## src/rtl/mesh_sel_pkg.sv

```systemverilog
// Package: shared port encoding for the mesh next-hop selector.
// Assumes a five-port router: Local plus four compass neighbours.
package mesh_sel_pkg;
    localparam int NUM_PORTS = 5;
    localparam int NUM_DIRS  = 4;

    // Bit positions in the one-hot port vector
    localparam int LOCAL_B = 0;
    localparam int NORTH_B = 1;
    localparam int SOUTH_B = 2;
    localparam int EAST_B  = 3;
    localparam int WEST_B  = 4;

    // Direction indices for the neighbour pressure array (port bit - 1)
    localparam int DIR_N = 0;
    localparam int DIR_S = 1;
    localparam int DIR_E = 2;
    localparam int DIR_W = 3;

    typedef logic [NUM_PORTS-1:0] port_vec_t;
    typedef logic [NUM_DIRS-1:0]  dir_vec_t;

    // Build a one-hot port vector from a bit position
    function automatic port_vec_t port_onehot(input int b);
        port_vec_t v;
        v = '0;
        v[b] = 1'b1;
        return v;
    endfunction
endpackage

```

## src/rtl/mesh_dir_decode.sv

```systemverilog
// Module: mesh_dir_decode
// Compares current and destination coordinates and gives, per axis, the
// one productive direction (if any) as a direction mask.
// Assumes unsigned coordinates, X grows eastward and Y grows northward.
module mesh_dir_decode
    import mesh_sel_pkg::*;
#(
    parameter int X_W = 4,
    parameter int Y_W = 4
) (
    input  logic [X_W-1:0] cur_x,
    input  logic [Y_W-1:0] cur_y,
    input  logic [X_W-1:0] dst_x,
    input  logic [Y_W-1:0] dst_y,
    output dir_vec_t       x_mask,
    output dir_vec_t       y_mask,
    output logic           x_move,
    output logic           y_move
);
    // Magnitude compare on each axis to find the productive side
    always_comb begin
        x_mask = '0;
        y_mask = '0;
        if (dst_x > cur_x)      x_mask[DIR_E] = 1'b1;
        else if (dst_x < cur_x) x_mask[DIR_W] = 1'b1;
        if (dst_y > cur_y)      y_mask[DIR_N] = 1'b1;
        else if (dst_y < cur_y) y_mask[DIR_S] = 1'b1;
    end

    // Per-axis flag: this axis still has distance left
    always_comb begin
        x_move = |x_mask;
        y_move = |y_mask;
    end
endmodule

```

## src/rtl/mesh_press_pick.sv

```systemverilog
// Module: mesh_press_pick
// Given the X and Y candidate masks, gathers each candidate's neighbour
// pressure and reports whether the X candidate should win (ties go to X).
// Assumes each mask has at most one bit set.
module mesh_press_pick
    import mesh_sel_pkg::*;
#(
    parameter int P_W = 4
) (
    input  logic [NUM_DIRS-1:0][P_W-1:0] press,
    input  dir_vec_t                     x_mask,
    input  dir_vec_t                     y_mask,
    output logic                         x_wins
);
    logic [NUM_DIRS-1:0][P_W-1:0] x_term;
    logic [NUM_DIRS-1:0][P_W-1:0] y_term;
    logic [P_W-1:0]               x_press;
    logic [P_W-1:0]               y_press;

    // Mask each direction's pressure by the candidate masks
    for (genvar d = 0; d < NUM_DIRS; d++) begin : g_mask
        assign x_term[d] = x_mask[d] ? press[d] : '0;
        assign y_term[d] = y_mask[d] ? press[d] : '0;
    end

    // OR-reduce the masked terms into one pressure per axis
    always_comb begin
        x_press = '0;
        y_press = '0;
        for (int d = 0; d < NUM_DIRS; d++) begin
            x_press = x_press | x_term[d];
            y_press = y_press | y_term[d];
        end
    end

    // X keeps the port unless Y is strictly less loaded
    always_comb begin
        x_wins = (x_press <= y_press);
    end
endmodule

```

## src/rtl/mesh_sel_reg.sv

```systemverilog
// Module: mesh_sel_reg
// Output register for the decision. Loads when empty or when downstream is
// ready, otherwise holds. An empty slot always carries an all-zero vector.
// Assumes synchronous active-low reset.
module mesh_sel_reg
    import mesh_sel_pkg::*;
(
    input  logic      clk,
    input  logic      rst_n,
    input  logic      in_valid,
    input  port_vec_t in_port,
    input  logic      out_ready,
    output port_vec_t port_sel,
    output logic      sel_valid
);
    logic take;

    // Register is free when it is empty or its content is consumed
    always_comb begin
        take = !sel_valid || out_ready;
    end

    // Capture a new decision or hold the current one
    always_ff @(posedge clk) begin
        if (!rst_n) begin
            sel_valid <= 1'b0;
            port_sel  <= '0;
        end else if (take) begin
            sel_valid <= in_valid;
            port_sel  <= in_valid ? in_port : '0;
        end
    end


    hold_stable_chk: assert property (@(posedge clk) disable iff (!rst_n)
        (sel_valid && !out_ready) |=> (sel_valid && $stable(port_sel)));


    idle_zero_chk: assert property (@(posedge clk) disable iff (!rst_n)
        !sel_valid |-> (port_sel == '0));


    onehot_chk: assert property (@(posedge clk) disable iff (!rst_n)
        sel_valid |-> ($countones(port_sel) == 1));
endmodule

```

## src/rtl/mesh_hop_select.sv

```systemverilog
// Module: mesh_hop_select
// Congestion-aware minimal next-hop selector for one 2D mesh router.
// Picks Local on arrival, the only productive direction when one axis
// remains, and the less loaded productive direction when both remain.
// Assumes neighbour pressures are queue occupancies, larger = busier.
module mesh_hop_select
    import mesh_sel_pkg::*;
#(
    parameter int X_W = 4,
    parameter int Y_W = 4,
    parameter int P_W = 4
) (
    input  logic           clk,
    input  logic           rst_n,
    input  logic           req_valid,
    input  logic [X_W-1:0] cur_x,
    input  logic [Y_W-1:0] cur_y,
    input  logic [X_W-1:0] dst_x,
    input  logic [Y_W-1:0] dst_y,
    input  logic [P_W-1:0] press_n,
    input  logic [P_W-1:0] press_s,
    input  logic [P_W-1:0] press_e,
    input  logic [P_W-1:0] press_w,
    input  logic           out_ready,
    output logic [4:0]     port_sel,
    output logic           sel_valid
);
    dir_vec_t                     x_mask;
    dir_vec_t                     y_mask;
    logic                         x_move;
    logic                         y_move;
    logic                         x_wins;
    logic [NUM_DIRS-1:0][P_W-1:0] press_all;
    port_vec_t                    next_port;
    dir_vec_t                     chosen_dir;
    port_vec_t                    port_q;

    // Gather neighbour pressures in direction-index order
    always_comb begin
        press_all[DIR_N] = press_n;
        press_all[DIR_S] = press_s;
        press_all[DIR_E] = press_e;
        press_all[DIR_W] = press_w;
    end

    mesh_dir_decode #(.X_W(X_W), .Y_W(Y_W)) u_decode (
        .cur_x (cur_x),
        .cur_y (cur_y),
        .dst_x (dst_x),
        .dst_y (dst_y),
        .x_mask(x_mask),
        .y_mask(y_mask),
        .x_move(x_move),
        .y_move(y_move)
    );

    mesh_press_pick #(.P_W(P_W)) u_pick (
        .press (press_all),
        .x_mask(x_mask),
        .y_mask(y_mask),
        .x_wins(x_wins)
    );

    // Choose the direction: single axis skips the pressure compare
    always_comb begin
        if (x_move && y_move) chosen_dir = x_wins ? x_mask : y_mask;
        else if (x_move)      chosen_dir = x_mask;
        else                  chosen_dir = y_mask;
    end

    // Map the direction mask onto the port vector; no direction means Local
    always_comb begin
        next_port = '0;
        if (chosen_dir == '0) next_port[LOCAL_B] = 1'b1;
        else                  next_port[NUM_PORTS-1:1] = chosen_dir;
    end

    mesh_sel_reg u_reg (
        .clk      (clk),
        .rst_n    (rst_n),
        .in_valid (req_valid),
        .in_port  (next_port),
        .out_ready(out_ready),
        .port_sel (port_q),
        .sel_valid(sel_valid)
    );

    assign port_sel = port_q;


    local_on_arrival_chk: assert property (@(posedge clk) disable iff (!rst_n)
        ((!sel_valid || out_ready) && req_valid && cur_x == dst_x && cur_y == dst_y)
        |=> (port_sel == port_onehot(LOCAL_B)));


    y_only_chk: assert property (@(posedge clk) disable iff (!rst_n)
        ((!sel_valid || out_ready) && req_valid && cur_x == dst_x && cur_y != dst_y)
        |=> (port_sel[NORTH_B] || port_sel[SOUTH_B]));


    x_only_chk: assert property (@(posedge clk) disable iff (!rst_n)
        ((!sel_valid || out_ready) && req_valid && cur_y == dst_y && cur_x != dst_x)
        |=> (port_sel[EAST_B] || port_sel[WEST_B]));


    valid_follow_chk: assert property (@(posedge clk) disable iff (!rst_n)
        (!sel_valid || out_ready) |=> (sel_valid == $past(req_valid)));
endmodule

```

## config.mk

```make
export PLATFORM = sky130hd
export DESIGN_NAME = mesh_hop_select
export DESIGN_NICKNAME = d
export VERILOG_FILES = /design/src/rtl/mesh_sel_pkg.sv /design/src/rtl/mesh_dir_decode.sv /design/src/rtl/mesh_press_pick.sv /design/src/rtl/mesh_sel_reg.sv /design/src/rtl/mesh_hop_select.sv
export SDC_FILE = /design/constraint.sdc
export NUM_CORES = 1
export LEC_CHECK = 0
export BUFFER_PORTS_ARGS = -buffer_cell sky130_fd_sc_hd__buf_2
export CAP_MARGIN = 30
export CORE_MARGIN = 4
export CORE_UTILIZATION = 45
export DETAILED_ROUTE_END_ITERATION = 10
export GPL_ROUTABILITY_DRIVEN = 0
export PLACE_DENSITY = 0.9
export SETUP_SLACK_MARGIN = 0.15
export SLEW_MARGIN = 20
export SYNTH_ARGS = -nofsm -noshare
export SYNTH_HDL_FRONTEND = slang
export SYNTH_SLANG_ARGS = --single-unit
```

## constraint.sdc

```tcl
create_clock -name clk -period 6.5 [get_ports clk]
set_input_delay 0.325 -clock clk [delete_from_list [all_inputs] [get_ports clk]]
set_output_delay 0.325 -clock clk [all_outputs]
set_load 0.02 [all_outputs]
```

==> impl_metrics.env, run 1 <==
export IMPL_status="completed"
export IMPL_pin_count=42
export IMPL_antenna_cells=0
export IMPL_seq_area_frac_synth_pct=17.36
export IMPL_grt_max_degree=13
export IMPL_min_path_type="primary input to flop"
export IMPL_fin_ws_ns=4.171
export IMPL_cts_sinks=6
export IMPL_grt_pass1_vias=723
export IMPL_via_per_inst=5.292
export IMPL_dp_hpwl_mm=1.626
export IMPL_synthMuxAreaShare_pct=0
export IMPL_powerDensity_nw_per_um2=155.2
export IMPL_num_vias=762
export IMPL_dr_first_iter_drc_count=14
export IMPL_root_buffer="clkbuf_4"
export IMPL_instances_no_fill=144
export IMPL_initial_core_util_pct=50.64
export IMPL_preCtsSetupSlack_ns=3.942
export IMPL_synth_area_um2=691.9
export IMPL_area_delta_synth_final_pct=33.45
export IMPL_setup_viol=0
export IMPL_crit_required_ns=6.64
export IMPL_timing_final_max_slew_violations=0
export IMPL_fin_hold_ws_ns=0.2964
export IMPL_hold_viol_final=0
export IMPL_synthXorXnorAreaFrac_pct=0
export IMPL_cap_violations=0
export IMPL_dp_cells=141
export IMPL_yosys_top_cells_area="ha_1, dfxtp_1, inv_1"
export IMPL_nNetsFinal=179
export IMPL_cts_resized=0
export IMPL_drtPass1Iterations=4
export IMPL_antenna_found_initial=0
export IMPL_async_reset_ff_share_pct=0
export IMPL_fin_crit_ns=2.329
export IMPL_synth_area_leader_cell="ha_1"
export IMPL_ys_top_cells_by_count="inv_1, ha_1, a21oi_1, nand2_1, nand3_1"
export IMPL_yosys_area_share_simple_pct=26.22
export IMPL_slew_headroom_pct=69.07
export IMPL_worst_ep_arrival_time_ns=2.47
export IMPL_holdBufCountCts=0
export IMPL_die_area_um2=2229
export IMPL_post_cts_setup_buffers=0
export IMPL_synth_edf_count=0
export IMPL_cts_buffers=3
export IMPL_grt_first_pass_wirelength_mm=2.911
export IMPL_postRouteAntennaNets=0
export IMPL_min_period_over_period_pct=35.83
export IMPL_rsz0062_at_grt="no"
export IMPL_clockBufferDepth=2
export IMPL_setup_tns_ns=0
export IMPL_synth_adder_area_share_pct=21.70
export IMPL_drcViolationCount=0
export IMPL_syn_inst=87
export IMPL_port_buffer_count=41
export IMPL_grt_usage_pct=17.98
export IMPL_drt_wirelength_per_cell_um=12.62
export IMPL_placementRows=13
export IMPL_wirelength_mm=1.817
export IMPL_start_kind="primary input"
export IMPL_clkTransAtPathRegs_ns=0.05
export IMPL_end_kind="flop"
export IMPL_irDropWorstVdd_mv=0.07667
export IMPL_synth_cell_types=27
export IMPL_fillers=114
export IMPL_h_tree_depth=1
export IMPL_core_area_um2=1366
export IMPL_avgSynthCellArea_um2=7.953
export IMPL_yosysWarningCount=0
export IMPL_clock_skew_ns=0.002748
export IMPL_chipWidth_um=47.21
export IMPL_criticalPathCategory="primary input to flop"
export IMPL_synth_seq_cells=6
export IMPL_path_max_fanout=12
export IMPL_synth_top_family_by_area="simple AND/OR/NAND/NOR gates"
export IMPL_drive_gt1_share_pct=43.41
export IMPL_synth_most_common_cell="inv_1"
export IMPL_ys_flop_type="dfxtp_1"
export IMPL_globalRouteOverflowTotal=0
export IMPL_leakagePower_nw=0.5230
export IMPL_synthesis_nets=135
export IMPL_worst_slew_pin_slew_ns=0.4639
export IMPL_max_freq_mhz=429.4
export IMPL_cts_tree="yes"
export IMPL_die_h_um=47.21
export IMPL_synth_compound_area_share_pct=24.95
export IMPL_synth_top_area_share_pct=21.70
export IMPL_clk_latency_ns=0.25
==> layout by cell type, fill, tap and decap left out, types with 2 or more instances in the layout <==
cell type  count
ha_1          12
nor2_1         2
o21ai_2        3
nand2_1        7
buf_2         41
and3_1         3
a21oi_1        7
clkbuf_4       3
o21ai_1        5
a32o_1         2
a21oi_2        2
dfxtp_1        6
and4_1         2
nand3_1        7
inv_1         14
nor2b_4        2
==> worst max-delay path, stage by stage <==
cell and delay (ns):
buf_2 0.08, inv_1 0.04, ha_1 0.32, nand2_1 0.08, o21ai_2 0.40, nand3_1 0.12, o21ai_1 0.11, ha_1 0.27
and4_1 0.21, a21oi_1 0.20, o21ai_2 0.10, a32o_1 0.21
==> kinds of logic (layout without fill, tap and decap cells) <==
kind of cell,after synthesis,after routing
AO/OA/AOI/OAI,25,25
adder cells (fa/ha/maj),12,12
buffers and inverters,16,58
flip-flops,6,6
AND/OR/NAND/NOR,28,28
==> flip-flops by register name, indices dropped and copies added (netlist names) <==
| name | cells |
|---|---|
| u_reg.sel_valid | 1 |
| u_reg.port_sel | 5 |
==> layout make-up <==
class,count,area (µm²),share of cell area (%)
Clock buffer,3,22.52,2.439
Inverter,14,52.55,5.691
Multi-Input combinational cell,65,504.2,54.61
Sequential cell,6,120.1,13.01
Tap cell,15,18.77,2.033
Timing Repair Buffer,41,205.2,22.22
==> final timing paths <==
kind,start,end,slack [ns],cells after the start
setup / recovery,cur_x[3],u_reg.port_sel[3],4.17,12
setup reg to reg,u_reg.sel_valid,u_reg.port_sel[2],5.26,5
hold reg to reg,u_reg.port_sel[0],u_reg.port_sel[0],0.45,2
hold / removal,req_valid,u_reg.sel_valid,0.30,2
==> stage by stage <==
stage | utilization [%] | total power (W) | instance area, µm²
after floorplan | - | 0.00008893 | 691.9
after global placement | 65.93 | 0.0001054 | 900.9
after detailed placement | 65.93 | 0.0001096 | 900.9
after CTS | 67.58 | 0.0001448 | 923.4
after global routing | 67.58 | 0.0001546 | 923.4
final | 67.58 | 0.0001433 | 923.4
==> power breakdown <==
group	internal [W]	total, W	switching (W)
Sequential	0.0000394	0.0000406	0.00000123
Clock	0.0000209	0.0000348	0.0000138
Combinational	0.0000310	0.0000679	0.0000369
==> metal layers <==
metal	GRT usage, %	routed length, µm	up-vias	share of wire, %
met2	35.50	991	30	55
met4	7.735	27	0	1.5
met3	1.533	121	3	6.7
met5	0	0	-	0
li1	-	-	395	-
met1	18.88	677	334	37
Note: power is estimated with default switching activity, not from simulation.
==> run 2, diff against run 1 <==
- CORE_ASPECT_RATIO: default -> 1.2
- CORE_UTILIZATION: 45 -> 38
- PLACE_DENSITY: 0.9 -> 0.82
- clock period: 6.5 -> 1.9 ns (I/O delays scaled with it)
==> impl_metrics.env, run 2 (same netlist as run 1, synthesis figures left out) <==
export IMPL_cts_buffers=3
export IMPL_end_kind="flop"
export IMPL_powerDensity_nw_per_um2=505.6
export IMPL_grt_pass1_vias=836
export IMPL_placementRows=16
export IMPL_clock_skew_ns=0.003987
export IMPL_final_cell_mix="buf_2, buf_4, inv_1"
export IMPL_dp_cells=151
export IMPL_slew_headroom_pct=87.52
export IMPL_r2r_end="u_reg.port_sel[1]"
export IMPL_met3WireLength_um=140
export IMPL_largest_reg_flops=5
export IMPL_dp_hpwl_mm=1.715
export IMPL_holdBufCountCts=0
export IMPL_max_freq_mhz=555.6
export IMPL_h_tree_depth=1
export IMPL_drt_met1_wl_um=682
export IMPL_path_buf_inv=3
export IMPL_timing_final_max_slew_violations=0
export IMPL_antenna_cells=0
export IMPL_worst_slew_pin_slew_ns=0.1863
export IMPL_path_max_fanout=4
export IMPL_area_delta_synth_final_pct=72.51
export IMPL_postRouteAntennaNets=0
export IMPL_grt_first_pass_wirelength_mm=3.160
export IMPL_cts_tree="yes"
export IMPL_whs_path_depth=2
export IMPL_die_area_um2=2571
export IMPL_status="completed"
export IMPL_setup_tns_ns=0
export IMPL_instances_no_fill=159
export IMPL_fin_ws_ns=0.1003
export IMPL_worst_ep_arrival_time_ns=1.93
export IMPL_port_buffer_count=41
export IMPL_slowest_delay_ns=0.27
export IMPL_antenna_found_initial=0
export IMPL_min_from="req_valid"
export IMPL_clockBufferDepth=2
export IMPL_routed_top_layer="met3"
export IMPL_crit_chain="buf_2 > inv_2 > ha_4 > nand2_1 > o21ai_2 > buf_2 > nand3_2 > o21ai_2 > ha_1 > and4_1 > a21oi_2 > o21ai_2 > a32o_1"
export IMPL_top_register="u_reg.port_sel"
export IMPL_globalRouteOverflowTotal=0
export IMPL_preCtsSetupSlack_ns=-0.2716
export IMPL_grt_usage_pct=16.93
export IMPL_start_kind="primary input"
export IMPL_core_area_um2=1682
export IMPL_clk_latency_ns=0.25
export IMPL_drt_wirelength_per_cell_um=12.70
export IMPL_cap_violations=0
export IMPL_cts_sinks=6
export IMPL_crit_required_ns=2.03
export IMPL_setup_viol=0
export IMPL_via_per_inst=5.195
export IMPL_dr_first_iter_drc_count=7
export IMPL_hold_viol_final=0
export IMPL_die_h_um=54.75
export IMPL_worst_path_most_repeated_cell="o21ai_2"
export IMPL_root_buffer="clkbuf_4"
export IMPL_num_vias=826
export IMPL_initial_core_util_pct=41.15
export IMPL_min_path_type="primary input to flop"
export IMPL_min_period_over_period_pct=94.72
export IMPL_rsz0062_at_grt="yes"
export IMPL_drive_gt1_share_pct=63.12
export IMPL_wirelength_mm=2.019
export IMPL_dr_wl_met2_mm=1.197
export IMPL_nNetsFinal=191
export IMPL_fillers=132
export IMPL_fin_hold_ws_ns=0.08266
export IMPL_irDropWorstVdd_mv=0.5117
export IMPL_drcViolationCount=0
export IMPL_final_common_cell="buf_2"
export IMPL_reg2reg_from="u_reg.sel_valid"
export IMPL_reg_largest_list="u_reg.port_sel (5), u_reg.sel_valid (1)"
export IMPL_crit_family="compound AO/OA/AOI/OAI gates"
export IMPL_leakagePower_nw=0.5972
export IMPL_fin_crit_ns=1.800
export IMPL_clkTransAtPathRegs_ns=0.05
export IMPL_drtPass1Iterations=4
export IMPL_grt_max_degree=11
export IMPL_min_to="u_reg.sel_valid"
export IMPL_cp_slowest_cell="ha_4"
export IMPL_criticalPathCategory="primary input to flop"
export IMPL_worstRegToRegCells=5
export IMPL_rrSetupSlack_ns=0.72
export IMPL_pin_count=42
export IMPL_chipWidth_um=46.96
## run 2: changes by cell type in the layout (fill, tap and decap cells not counted), sizes merged
cell / before / now
buf: 41 / 53
## run 2: layout make-up
type / instances / area, µm² / area share [%]
flip-flops and latches: 6 / 120.1 / 10.06
clock buffers: 3 / 22.52 / 1.887
multi-input cells: 65 / 650.6 / 54.51
well taps: 18 / 22.52 / 1.887
repair buffers: 53 / 315.3 / 26.42
inverters: 14 / 62.56 / 5.241
## run 2: timing repair
item	in CTS	in global routing
pin swaps	8	8
setup buffers	1	3
gates cloned	1	0
gates resized for setup	8	4
endpoints found under the hold margin	0	0
endpoints found under the setup margin	4	4
## run 2: metrics by stage
| stage | utilization, % | total power [W] | area, µm² |
|---|---|---|---|
| floorplan | - | 0.0003416 | 818.3 |
| global placement | 64.43 | 0.0004307 | 1084 |
| detailed placement | 64.43 | 0.0004442 | 1084 |
| CTS | 68.68 | 0.0005863 | 1155 |
| global route | 70.98 | 0.0006552 | 1194 |
| finish | 70.98 | 0.0006035 | 1194 |
## run 2: where the power goes
part	total [W]	switching (W)	internal, W
clock network	0.000119	0.0000470	0.0000715
registers	0.000138	0.00000370	0.000135
logic	0.000347	0.000168	0.000179
## run 2: how the worst max path moves through the flow
stage	slack, ns	startpoint	end	cells after the start
3_3_place_gp	-0.17	cur_y[1]	u_reg.port_sel[1]	13
2_1_floorplan	0.008	cur_y[1]	u_reg.port_sel[1]	11
4_1_cts	0.1	cur_y[3]	u_reg.port_sel[4]	13
3_5_place_dp	-0.27	cur_y[1]	u_reg.port_sel[2]	13
6_report	0.10	cur_x[3]	u_reg.port_sel[4]	13
5_1_grt	-0.04	cur_y[3]	u_reg.port_sel[3]	13
## run 2: per-layer routing
metal,vias up,GRT usage [%]
li1,418,-
met1,380,14.76
met2,28,36.88
met3,0,4.934
met4,0,1.382
met5,-,0
==> run 3, diff against run 2 <==
- CORE_UTILIZATION: 38 -> 25
- PLACE_DENSITY: 0.82 -> 0.57
- SYNTH_HIERARCHICAL: default -> 1
==> impl_metrics.env, run 3 <==
export IMPL_crit_required_ns=2.01
export IMPL_grt_usage_pct=12.68
export IMPL_powerDensity_nw_per_um2=545.5
export IMPL_clk_latency_ns=0.22
export IMPL_synth_most_common_cell="ha_1"
export IMPL_synth_cell_types=29
export IMPL_largest_reg_flops=5
export IMPL_top_register="u_reg/port_sel"
export IMPL_clockBufferDepth=2
export IMPL_pin_count=42
export IMPL_grt_max_degree=7
export IMPL_die_area_um2=4433
export IMPL_root_buffer="clkbuf_8"
export IMPL_placementRows=23
export IMPL_core_area_um2=3309
export IMPL_nNetsFinal=210
export IMPL_hold_viol_final=0
export IMPL_seq_area_frac_synth_pct=14.01
export IMPL_avgSynthCellArea_um2=8.321
export IMPL_worst_ep_arrival_time_ns=2.53
export IMPL_setup_viol=5
export IMPL_antenna_found_initial=0
export IMPL_status="finished with violations"
export IMPL_yosys_top_cells_area="ha_1, dfxtp_1, a22oi_1"
export IMPL_fillers=340
export IMPL_rsz0062_at_grt="yes"
export IMPL_initial_core_util_pct=25.90
export IMPL_dp_hpwl_mm=2.173
export IMPL_violations="negative setup slack"
export IMPL_place_area_um2=1291
export IMPL_clock_skew_ns=0.001843
export IMPL_preCtsSetupSlack_ns=-0.8231
export IMPL_dp_cells=190
export IMPL_cts_sinks=6
export IMPL_drt_wirelength_per_cell_um=12.96
export IMPL_cap_violations=0
export IMPL_synth_top_area_share_pct=17.52
export IMPL_drtPass1Iterations=2
export IMPL_yosysWarningCount=6
export IMPL_fin_ws_ns=-0.5255
export IMPL_postRouteAntennaNets=0
export IMPL_syn_inst=103
export IMPL_reg_largest_list="u_reg/port_sel (5), u_reg/sel_valid (1)"
export IMPL_area_delta_synth_final_pct=74.01
export IMPL_drive_gt1_share_pct=67.50
export IMPL_busiest_layer="met2"
export IMPL_max_freq_mhz=412.3
export IMPL_num_vias=980
export IMPL_power_total_w=0.0008135
export IMPL_final_cell_mix="buf_2, buf_4, nand2_1"
export IMPL_holdBufCountCts=0
export IMPL_min_period_over_period_pct=127.7
export IMPL_globalRouteOverflowTotal=0
export IMPL_synth_area_um2=857.1
export IMPL_met2_usage_pct=23.06
export IMPL_path_max_fanout=5
export IMPL_h_tree_depth=1
export IMPL_setup_tns_ns=-2.524
export IMPL_clkTransAtPathRegs_ns=0.04
export IMPL_timing_final_max_slew_violations=0
export IMPL_cts_buffers=3
export IMPL_met1_usage_pct=13.80
export IMPL_min_path_type="primary input to flop"
export IMPL_antenna_cells=0
export IMPL_final_area_um2=1491
export IMPL_start_kind="primary input"
export IMPL_dr_first_iter_drc_count=22
export IMPL_instances_no_fill=197
export IMPL_chipWidth_um=61.45
export IMPL_fin_crit_ns=2.425
export IMPL_leakagePower_nw=0.7057
export IMPL_cts_tree="yes"
export IMPL_synth_seq_cells=6
export IMPL_ys_top_cells_by_count="ha_1, nand2_1, inv_1"
export IMPL_final_common_cell="buf_2"
export IMPL_drcViolationCount=0
export IMPL_die_h_um=72.14
export IMPL_wirelength_mm=2.554
export IMPL_ys_flop_type="dfxtp_1"
export IMPL_grt_first_pass_wirelength_mm=4.450
export IMPL_port_buffer_count=41
export IMPL_synth_edf_count=0
export IMPL_use_met3_pct=3.025
export IMPL_grt_pass1_vias=1075
export IMPL_async_reset_ff_share_pct=0
export IMPL_criticalPathCategory="primary input to flop"
export IMPL_synth_area_leader_cell="ha_1"
export IMPL_end_kind="flop"
export IMPL_via_per_inst=4.975
export IMPL_irDropWorstVdd_mv=0.3596
==> run 3: critical path, cell delays in order <==
cell and delay, ns:
buf_2 0.11, ha_4 0.26, nor2b_4 0.15, o21bai_4 0.08, and2_4 0.15, a22o_1 0.18
a221oi_2 0.18, ha_1 0.27, nor2b_1 0.14, o211a_1 0.21, o21ai_2 0.15, o21ai_4 0.10
mux2_4 0.31, nand3_2 0.07, a21boi_2 0.06
==> run 3: logic make-up after synthesis <==
family                   Yosys count  share of synthesized area [%]
AND/OR/NAND/NOR                   34                          21.31
AO/OA/AOI/OAI                     32                          32.70
buffers and inverters             13                          7.445
adder cells (fa/ha/maj)           12                          17.52
flip-flops                         6                          14.02
multiplexers                       5                          6.569
other                              1                         0.4375
==> run 3: area by class of cell <==
class	count	area, µm²	share of cell area, %
multi-input cells	87	892.1	59.82
flip-flops and latches	6	120.1	8.054
clock buffers	3	41.29	2.768
well taps	37	46.29	3.104
repair buffers	55	342.8	22.99
inverters	9	48.80	3.272
==> run 3: per-stage QoR <==
stage          utilization (%)  hold slack, ns
2_1_floorplan                -          0.2126
3_3_place_gp             39.02          0.3701
4_1_cts                  44.99          0.1451
5_1_grt                  45.07          0.1644
6_report                 45.07          0.1451
3_5_place_dp             39.02          0.3745
==> run 3: timing repair <==
| action | in CTS | in global routing |
|---|---|---|
| gates resized for setup | 24 | 1 |
| endpoints found under the setup margin | 5 | 5 |
| buffers inserted | 4 | 0 |
| hold endpoints to repair | 0 | 0 |
| pin swaps | 19 | 3 |
==> run 3: routing by layer <==
metal  vias to the layer above  part of all wire (%)  wire length, µm
met4                         0                     0                0
met2                        30                    54             1380
li1                        495                     -                -
met5                         -                     0                0
met3                         0                   7.6              194
met1                       455                    38              979
==> run 3: path summary, 6_finish.rpt <==
kind | slack [ns] | cells after the start | start | endpoint
worst max-delay path | -0.53 | 15 | dst_y[1] | u_reg/port_sel[0]
worst min-delay path | 0.15 | 2 | rst_n | u_reg/sel_valid
worst max register to register | 1.02 | 3 | u_reg/sel_valid | u_reg/port_sel[3]
worst min register to register | 0.45 | 2 | u_reg/port_sel[2] | u_reg/port_sel[2]
==> run 3: power by group <==
group	leakage (nW)	total, W	internal, W	switching, W
Sequential	0.0492	0.000144	0.000137	0.00000628
Clock	0.0216	0.000186	0.000136	0.0000504
Combinational	0.635	0.000484	0.000263	0.000221
